### src/rtl/mcfsm_pkg.sv
// Package: shared widths, state encoding, opcode values, select encodings
// and the packed control word used by the multicycle control sequencer.
package mcfsm_pkg;

    localparam int OP_W  = 6;
    localparam int ST_W  = 4;
    localparam int SEL_W = 2;

    // Opcode values recognised at decode
    localparam logic [OP_W-1:0] OPC_RTYPE = 6'b000000;
    localparam logic [OP_W-1:0] OPC_LOAD  = 6'b100011;
    localparam logic [OP_W-1:0] OPC_STORE = 6'b101011;
    localparam logic [OP_W-1:0] OPC_BEQ   = 6'b000100;
    localparam logic [OP_W-1:0] OPC_JUMP  = 6'b000010;

    typedef enum logic [ST_W-1:0] {
        ST_FETCH  = 4'd0,
        ST_DECODE = 4'd1,
        ST_AGEN   = 4'd2,
        ST_MRD    = 4'd3,
        ST_LDWB   = 4'd4,
        ST_MWR    = 4'd5,
        ST_EXEC   = 4'd6,
        ST_RWB    = 4'd7,
        ST_BRANCH = 4'd8,
        ST_JUMP   = 4'd9,
        ST_XUNDEF = 4'd10,
        ST_XOVF   = 4'd11
    } state_e;

    typedef enum logic [2:0] {
        CL_LOAD,
        CL_STORE,
        CL_RTYPE,
        CL_BEQ,
        CL_JUMP,
        CL_UNDEF
    } opclass_e;

    typedef enum logic [SEL_W-1:0] {
        BSEL_REG   = 2'b00,
        BSEL_FOUR  = 2'b01,
        BSEL_IMM   = 2'b10,
        BSEL_IMMSH = 2'b11
    } bsel_e;

    typedef enum logic [SEL_W-1:0] {
        AOP_ADD  = 2'b00,
        AOP_SUB  = 2'b01,
        AOP_FUNC = 2'b10
    } aop_e;

    typedef enum logic [SEL_W-1:0] {
        PCS_ALU  = 2'b00,
        PCS_REG  = 2'b01,
        PCS_JMP  = 2'b10,
        PCS_VEC  = 2'b11
    } pcsrc_e;

    typedef struct packed {
        logic   mem_rd;
        logic   mem_wr;
        logic   ir_wr;
        logic   pc_wr;
        logic   pc_wr_cond;
        logic   addr_sel;
        logic   reg_wr;
        logic   reg_dst;
        logic   wb_sel;
        logic   alu_a_sel;
        bsel_e  alu_b_sel;
        aop_e   alu_op;
        pcsrc_e pc_src;
        logic   cause_val;
        logic   cause_wr;
        logic   epc_wr;
    } ctrl_t;

endpackage

### src/rtl/mcfsm_opclass.sv
// Module: mcfsm_opclass
// Maps the raw opcode onto an instruction class. Pure combinational.
// Assumes: any value not listed in the package is an undefined instruction.
module mcfsm_opclass
    import mcfsm_pkg::*;
(
    input  logic [OP_W-1:0] opcode,
    output opclass_e        op_class
);

    // Classify the opcode
    always_comb begin
        unique case (opcode)
            OPC_LOAD:  op_class = CL_LOAD;
            OPC_STORE: op_class = CL_STORE;
            OPC_RTYPE: op_class = CL_RTYPE;
            OPC_BEQ:   op_class = CL_BEQ;
            OPC_JUMP:  op_class = CL_JUMP;
            default:   op_class = CL_UNDEF;
        endcase
    end

endmodule

### src/rtl/mcfsm_next.sv
// Module: mcfsm_next
// Next-state function of the sequencer. Only decode and address generation
// look at the instruction class, and only register execute looks at overflow.
// Assumes: the opcode is stable from decode through address generation.
module mcfsm_next
    import mcfsm_pkg::*;
(
    input  state_e   cur_st,
    input  opclass_e op_class,
    input  logic     alu_ovf,
    output state_e   nxt_st
);

    // Select the successor state
    always_comb begin
        nxt_st = ST_FETCH;
        unique case (cur_st)
            ST_FETCH:  nxt_st = ST_DECODE;
            ST_DECODE: begin
                unique case (op_class)
                    CL_LOAD, CL_STORE: nxt_st = ST_AGEN;
                    CL_RTYPE:          nxt_st = ST_EXEC;
                    CL_BEQ:            nxt_st = ST_BRANCH;
                    CL_JUMP:           nxt_st = ST_JUMP;
                    default:           nxt_st = ST_XUNDEF;
                endcase
            end
            ST_AGEN:   nxt_st = (op_class == CL_STORE) ? ST_MWR : ST_MRD;
            ST_MRD:    nxt_st = ST_LDWB;
            ST_EXEC:   nxt_st = alu_ovf ? ST_XOVF : ST_RWB;
            ST_LDWB, ST_MWR, ST_RWB, ST_BRANCH, ST_JUMP,
            ST_XUNDEF, ST_XOVF: nxt_st = ST_FETCH;
            default:   nxt_st = ST_FETCH;
        endcase
    end

endmodule

### src/rtl/mcfsm_ctrl_rom.sv
// Module: mcfsm_ctrl_rom
// Control word per state (Moore outputs). Every field not named for a state
// stays at zero.
// Assumes: unused state codes behave as idle (all zero).
module mcfsm_ctrl_rom
    import mcfsm_pkg::*;
(
    input  state_e cur_st,
    output ctrl_t  ctrl
);

    // Build the control word for the current state
    always_comb begin
        ctrl = '0;
        unique case (cur_st)
            ST_FETCH: begin
                ctrl.mem_rd    = 1'b1;
                ctrl.ir_wr     = 1'b1;
                ctrl.pc_wr     = 1'b1;
                ctrl.alu_b_sel = BSEL_FOUR;
                ctrl.alu_op    = AOP_ADD;
                ctrl.pc_src    = PCS_ALU;
            end
            ST_DECODE: begin
                ctrl.alu_b_sel = BSEL_IMMSH;
                ctrl.alu_op    = AOP_ADD;
            end
            ST_AGEN: begin
                ctrl.alu_a_sel = 1'b1;
                ctrl.alu_b_sel = BSEL_IMM;
                ctrl.alu_op    = AOP_ADD;
            end
            ST_MRD: begin
                ctrl.mem_rd    = 1'b1;
                ctrl.addr_sel  = 1'b1;
            end
            ST_LDWB: begin
                ctrl.reg_wr    = 1'b1;
                ctrl.wb_sel    = 1'b1;
            end
            ST_MWR: begin
                ctrl.mem_wr    = 1'b1;
                ctrl.addr_sel  = 1'b1;
            end
            ST_EXEC: begin
                ctrl.alu_a_sel = 1'b1;
                ctrl.alu_b_sel = BSEL_REG;
                ctrl.alu_op    = AOP_FUNC;
            end
            ST_RWB: begin
                ctrl.reg_wr    = 1'b1;
                ctrl.reg_dst   = 1'b1;
            end
            ST_BRANCH: begin
                ctrl.alu_a_sel  = 1'b1;
                ctrl.alu_b_sel  = BSEL_REG;
                ctrl.alu_op     = AOP_SUB;
                ctrl.pc_wr_cond = 1'b1;
                ctrl.pc_src     = PCS_REG;
            end
            ST_JUMP: begin
                ctrl.pc_wr     = 1'b1;
                ctrl.pc_src    = PCS_JMP;
            end
            ST_XUNDEF, ST_XOVF: begin
                ctrl.alu_b_sel = BSEL_FOUR;
                ctrl.alu_op    = AOP_SUB;
                ctrl.epc_wr    = 1'b1;
                ctrl.cause_wr  = 1'b1;
                ctrl.cause_val = (cur_st == ST_XOVF);
                ctrl.pc_wr     = 1'b1;
                ctrl.pc_src    = PCS_VEC;
            end
            default: ctrl = '0;
        endcase
    end

endmodule

### src/rtl/mc_ctrl_fsm.sv
// Module: mc_ctrl_fsm (top)
// Moore control sequencer for a multicycle datapath. It holds the state
// register and combines the opcode classifier, the next-state logic and the
// per-state control word.
// Assumes: opcode comes from the instruction register and is stable after
// fetch; alu_ovf is valid during register execute.
module mc_ctrl_fsm
    import mcfsm_pkg::*;
(
    input  logic              clk,
    input  logic              rst_n,
    input  logic [OP_W-1:0]   opcode,
    input  logic              alu_ovf,
    output logic              mem_rd,
    output logic              mem_wr,
    output logic              ir_wr,
    output logic              pc_wr,
    output logic              pc_wr_cond,
    output logic              addr_sel,
    output logic              reg_wr,
    output logic              reg_dst,
    output logic              wb_sel,
    output logic              alu_a_sel,
    output logic [SEL_W-1:0]  alu_b_sel,
    output logic [SEL_W-1:0]  alu_op,
    output logic [SEL_W-1:0]  pc_src,
    output logic              cause_val,
    output logic              cause_wr,
    output logic              epc_wr
);

    state_e   st_q;
    state_e   st_d;
    opclass_e cls;
    ctrl_t    cw;

    mcfsm_opclass u_cls (
        .opcode   (opcode),
        .op_class (cls)
    );

    mcfsm_next u_next (
        .cur_st   (st_q),
        .op_class (cls),
        .alu_ovf  (alu_ovf),
        .nxt_st   (st_d)
    );

    mcfsm_ctrl_rom u_rom (
        .cur_st (st_q),
        .ctrl   (cw)
    );

    // State register with synchronous active-low reset to fetch
    always_ff @(posedge clk) begin
        if (!rst_n) st_q <= ST_FETCH;
        else        st_q <= st_d;
    end

    // Drive the ports from the control word
    always_comb begin
        mem_rd     = cw.mem_rd;
        mem_wr     = cw.mem_wr;
        ir_wr      = cw.ir_wr;
        pc_wr      = cw.pc_wr;
        pc_wr_cond = cw.pc_wr_cond;
        addr_sel   = cw.addr_sel;
        reg_wr     = cw.reg_wr;
        reg_dst    = cw.reg_dst;
        wb_sel     = cw.wb_sel;
        alu_a_sel  = cw.alu_a_sel;
        alu_b_sel  = cw.alu_b_sel;
        alu_op     = cw.alu_op;
        pc_src     = cw.pc_src;
        cause_val  = cw.cause_val;
        cause_wr   = cw.cause_wr;
        epc_wr     = cw.epc_wr;
    end

endmodule

### config.mk
export PLATFORM = sky130hd
export DESIGN_NAME = mc_ctrl_fsm
export DESIGN_NICKNAME = d
export VERILOG_FILES = /design/src/rtl/mcfsm_pkg.sv /design/src/rtl/mcfsm_opclass.sv /design/src/rtl/mcfsm_next.sv /design/src/rtl/mcfsm_ctrl_rom.sv /design/src/rtl/mc_ctrl_fsm.sv
export SDC_FILE = /design/constraint.sdc
export NUM_CORES = 1
export LEC_CHECK = 0
export BUFFER_PORTS_ARGS = -buffer_cell sky130_fd_sc_hd__buf_2
export CAP_MARGIN = 15
export CORE_AREA = 8 8 45 47
export CTS_CLUSTER_DIAMETER = 80
export CTS_CLUSTER_SIZE = 40
export DETAILED_ROUTE_END_ITERATION = 10
export DIE_AREA = 0 0 53 55
export PLACE_DENSITY = 0.78
export SYNTH_ARGS = -nofsm -noshare
export SYNTH_HDL_FRONTEND = slang
export SYNTH_SLANG_ARGS = --single-unit
### constraint.sdc
create_clock -name clk -period 1.4 [get_ports clk]
set_input_delay 0.28 -clock clk [delete_from_list [all_inputs] [get_ports clk]]
set_output_delay 0.28 -clock clk [all_outputs]
set_load 0.02 [all_outputs]
# Yosys cells after proc, flatten, opt, wreduce, memory -nomap -nowiden
# Index checks and enable logic that the tools add are counted.
# op_classes
addsub	0
n_mul	0
div	0
order_cmp	0
eq_ne	19
shift	0
muxes	18
bitwise	0
reduce_logical	10
# ops
cell	count
case mux 4 bit (6 select lines)	1
case mux 4 bit (5 select lines)	1
== test 4 x 3 -> 1 bit, second input constant	4
== test 4 bit, second input constant	4
case mux 4 bit (4 select lines)	1
case mux 3 bit (5 select lines)	1
== test 6 bit, second input constant	2
2-to-1 mux 1 bit	10
OR reduction 2 bit	5
== test 4 x 2 -> 1 bit, second input constant	2
== test 3 x 2 -> 1 bit, second input constant	2
== test 6 x 2 -> 1 bit, second input constant	1
== test 6 x 3 -> 1 bit, second input constant	1
logical NOT 6 bit	1
2-to-1 mux 3 bit	2
case mux 2 bit (3 select lines)	1
== test 4 x 1 -> 1 bit, second input constant	1
logical NOT 4 bit	1
2-to-1 mux 4 bit	1
OR reduction 4 bit	1
== test 3 x 1 -> 1 bit, second input constant	1
== test 3 bit, second input constant	1
logical NOT 3 bit	1
OR reduction 3 bit	1
# totals
reg_bits	4
latch_bits	0
ram_bits	0
mem_bits_ro	0
in_bits	9
word_cells	48
mem_count	0

# Longest topological paths before layout
# logic_depth
depth_word	6
mapped_depth	4
depth_no_buf	3

# Modules after synthesis
# A second synthesis with hierarchy kept.
# unflattened
cells_unflattened	69
hier_area_um2	510.5
# by_module_without_submodules
mod	instances	cells_each	area_per_inst_um2	seq_area_each_um2
mcfsm_ctrl_rom	1	32	212.7	0.0
mcfsm_next	1	21	138.9	0.0
mc_ctrl_fsm	1	8	105.1	80.1
mcfsm_opclass	1	8	53.8	0.0

# Worst setup path before layout
# No wires, ideal clock.
# synth_path
path_kind	flip-flop to output port
start	register st_q[0]
end	output mem_rd
arrival_time_ns	1.253
path_slack_ns	-0.133
stages_incl_launch_ff	4
n_path_buf	1
path_cell_list	dfxtp_1 > nor2b_1 > buf_4 > nor4_1
# synth_via
elab_chain_cells	3
elab_cells_between_ends	4
# synth_lines
element	line_no	source
start: declaration	mc_ctrl_fsm.sv:32	state_e st_q;
start signal: assignment	mc_ctrl_fsm.sv:57	else st_q <= st_d;
== test 4 x 2 -> 1 bit / logical NOT 4 bit (equally long branches)	mcfsm_ctrl_rom.sv:15	unique case (cur_st)
OR reduction 2 bit (no line) *	--	
2-to-1 mux 1 bit *	mcfsm_ctrl_rom.sv:15	
end: declaration	mc_ctrl_fsm.sv:14	output logic mem_rd,
# Mark *: on every way between the ends. The rest lies on a longest branch, timed or not.

# Worst setup path in the final report
# layout_path
start	register st_q[1]
end	output reg_dst
# layout_via
elab_chain_cells	2
# layout_lines
element	line_no	source
== test 4 x 3 -> 1 bit	mcfsm_ctrl_rom.sv:15	
2-to-1 mux 1 bit	mcfsm_ctrl_rom.sv:15	
end: declaration	mc_ctrl_fsm.sv:21	output logic reg_dst,
# Every way passes these cells.

==> flow_summary.json <==
{
  "ys_async_sr_fraction": 0,
  "drive_above_1_share": 0.670,
  "cts_tree": "yes",
  "num_rows": 14,
  "synth_seq_area_share": 0.160,
  "layout.nets": 117,
  "clock_sinks": 4,
  "p_clk_frac": 0.179,
  "ctsRootBufferMaster": "clkbuf_4",
  "clk_pin_slew_ps": 40,
  "antenna_found_initial": 0,
  "synth-edff-count": 0,
  "hold_depth": 3,
  "clk_path_buf_depth": 2,
  "maxCapViolations": 0,
  "worstSetupEndpointType": "output port",
  "r2r_cells": 5,
  "gp_congestion": 0.858,
  "outcome": "finished with violations",
  "final_area_sq_um": 913,
  "cp.required_ps": 1120,
  "yosys_most_used_dff": "dfxtp_1",
  "comb_power_share": 0.629,
  "top_register": "st_q",
  "largest_reg_flops": 4,
  "grt_pass1_wl_um": 2770,
  "wl_per_cell_um": 13.9,
  "die_x_um": 53,
  "fin_crit_ps": 1490,
  "synthCells": 68,
  "synth.distinct_cells": 31,
  "numPortBuffers": 27,
  "vias_per_cell": 5.15,
  "violations": "setup timing",
  "wl_um": 1700,
  "drc_errors": 0,
  "place_area_sq_um": 704,
  "ys_warn_count": 0,
  "cts_made_buffers": 3,
  "antennaDiodeCount": 0,
  "worstMarginPinSlew_ps": 297,
  "final_util": 0.660,
  "reg.largest.list": "st_q: 4 flops",
  "hold_viol": 0,
  "io_pins": 28,
  "dieHeight_um": 55,
  "p_leak_nw": 0.395,
  "p_sw_mw": 0.331,
  "cp_max_fo": 8,
  "drt-initial-drc-count": 4,
  "synth_fp_nets": 77,
  "syn_to_final_growth_pct": 82.0,
  "crit_path_start_kind": "flop",
  "worstSetupPathType": "reg2out",
  "core_area_sq_um": 1380,
  "dr_total_vias": 628,
  "syn_avg_cell_area_sq_um": 7.38,
  "setup_viol": 16,
  "vdd_drop_max_mv": 0.456,
  "finalSetupTns_ps": -633,
  "p_int_mw": 0.477,
  "grt_pass1_vias": 634,
  "insertion_delay_ps": 240,
  "htree_levels": 1,
  "whs_ps": 308,
  "synth_seq_cells": 4,
  "grt-ovfl-total": 0,
  "fin_ws_ps": -85.2,
  "grt_use_total": 0.125,
  "seq_power_share": 0.192,
  "mappedNetlistArea_sq_um": 502,
  "dieArea_sq_um": 2920,
  "p_sw_frac": 0.409,
  "initial_core_util": 0.363,
  "fin_worst_skew_ps": 0.394,
  "min_path_type": "in2reg",
  "rsz0062_at_grt": "yes",
  "power.density_nw_per_um2": 884,
  "crit_arrival_ps": 1210,
  "drtPass1Iterations": 3,
  "slew_headroom": 0.800,
  "post-route-period-util": 1.06,
  "slew_viol_final": 0,
  "maxClockFrequency_ghz": 0.673,
  "drtAntennaViolNets": 0,
  "grt_max_degree": 10,
  "dpl.hpwl_um": 1310
}
-- cell type report --
cell class	count	area, sq um
clock buffer	3	22.5
fill	116	470
inverter	3	11.3
multi-input combinational	54	445
sequential	4	92.6
tap	16	20.0
timing repair buffer	42	322
-- critical path: stages, from the launching register on --
cell and delay (ps):
dfxtp_4 360, buf_8 140, buf_4 120, nand2_1 80
nor2_1 110, buf_4 150
-- power by group through the flow --
stage / logic, mW / clock network [mW] / registers (mW)
5_1_grt: 0.544 / 0.158 / 0.157
6_report: 0.508 / 0.144 / 0.155
4_1_cts: 0.480 / 0.150 / 0.152
3_3_place_gp: 0.387 / 0 / 0.147
3_5_place_dp: 0.397 / 0 / 0.148
2_1_floorplan: 0.279 / 0 / 0.136
-- per-layer routing --
metal  wire length [um]  global-route usage  up-vias  part of all wire
met1                650               0.124      281              0.38
li1                   -                   -      317                 -
met2                813               0.227       28              0.48
met4                 27              0.0647        0             0.016
met3                210              0.0428        2              0.12
met5                  0                   0        -                 0
-- metrics by stage --
step	setup slack, ps	std cells	power (mW)
floorplan	28.7	68	0.415
global placement	60.3	116	0.534
detailed placement	21.5	116	0.545
CTS	-83.8	121	0.782
global route	-135	122	0.859
finish	-85.2	122	0.807
-- cells by family (layout without fill, tap and decap cells) --
logic type | Yosys count | count (layout) | synth area share
flops | 4 | 4 | 0.160
xor+xnor | 3 | 3 | 0.0524
compound gates | 12 | 12 | 0.172
buf+inv | 10 | 48 | 0.137
simple gates | 39 | 39 | 0.479
-- cells in the mapped netlist, types with 2 or more instances --
library cell	n	share of area
nor2_1	9	0.067
nor3_1	6	0.060
buf_4	4	0.060
dfxtp_1	4	0.16
nor2b_1	4	0.050
inv_1	3	0.022
nand2_1	3	0.022
xnor2_1	3	0.052
and3_1	2	0.025
buf_6	2	0.045
nand4_1	2	0.025
nor2b_4	2	0.055
nor3b_1	2	0.030
nor4_1	2	0.025
o2111ai_1	2	0.035
o21ai_0	2	0.020
o22ai_1	2	0.025
-- final timing paths --
path,start,endpoint,slack (ps)
setup / recovery,st_q[1]$_SDFF_PN0_,reg_dst,-90
hold reg to reg,st_q[0]$_SDFF_PN0_,st_q[0]$_SDFF_PN0_,600
hold / removal,alu_ovf,st_q[3]$_SDFF_PN0_,310
setup reg to reg,st_q[2]$_SDFF_PN0_,st_q[1]$_SDFF_PN0_,270
-- layout by cell type (no fill, tap or decap), drive strengths merged --
cell type  count
dfxtp          4
nor3           7
a221oi         1
a21oi          1
buf           42
inv            3
and3           2
nand4          2
clkbuf         3
o21a           1
nand2b         2
a32o           1
nand2          3
nand3          1
o2111ai        2
xnor2          3
o21ai          3
nor3b          3
o21ba          1
nor2b          6
nor2          10
o22ai          2
and2           1
nor4           2
-- repair_timing --
action                                  4_1_cts  5_1_grt
endpoints found under the setup margin       19       18
hold buffers                                  0        0
hold endpoints to repair                      0        0
pin swaps                                     7        3
setup buffers                                 2        1
resized for setup                            40       10
No activity file was read; power rests on OpenSTA's default activity.
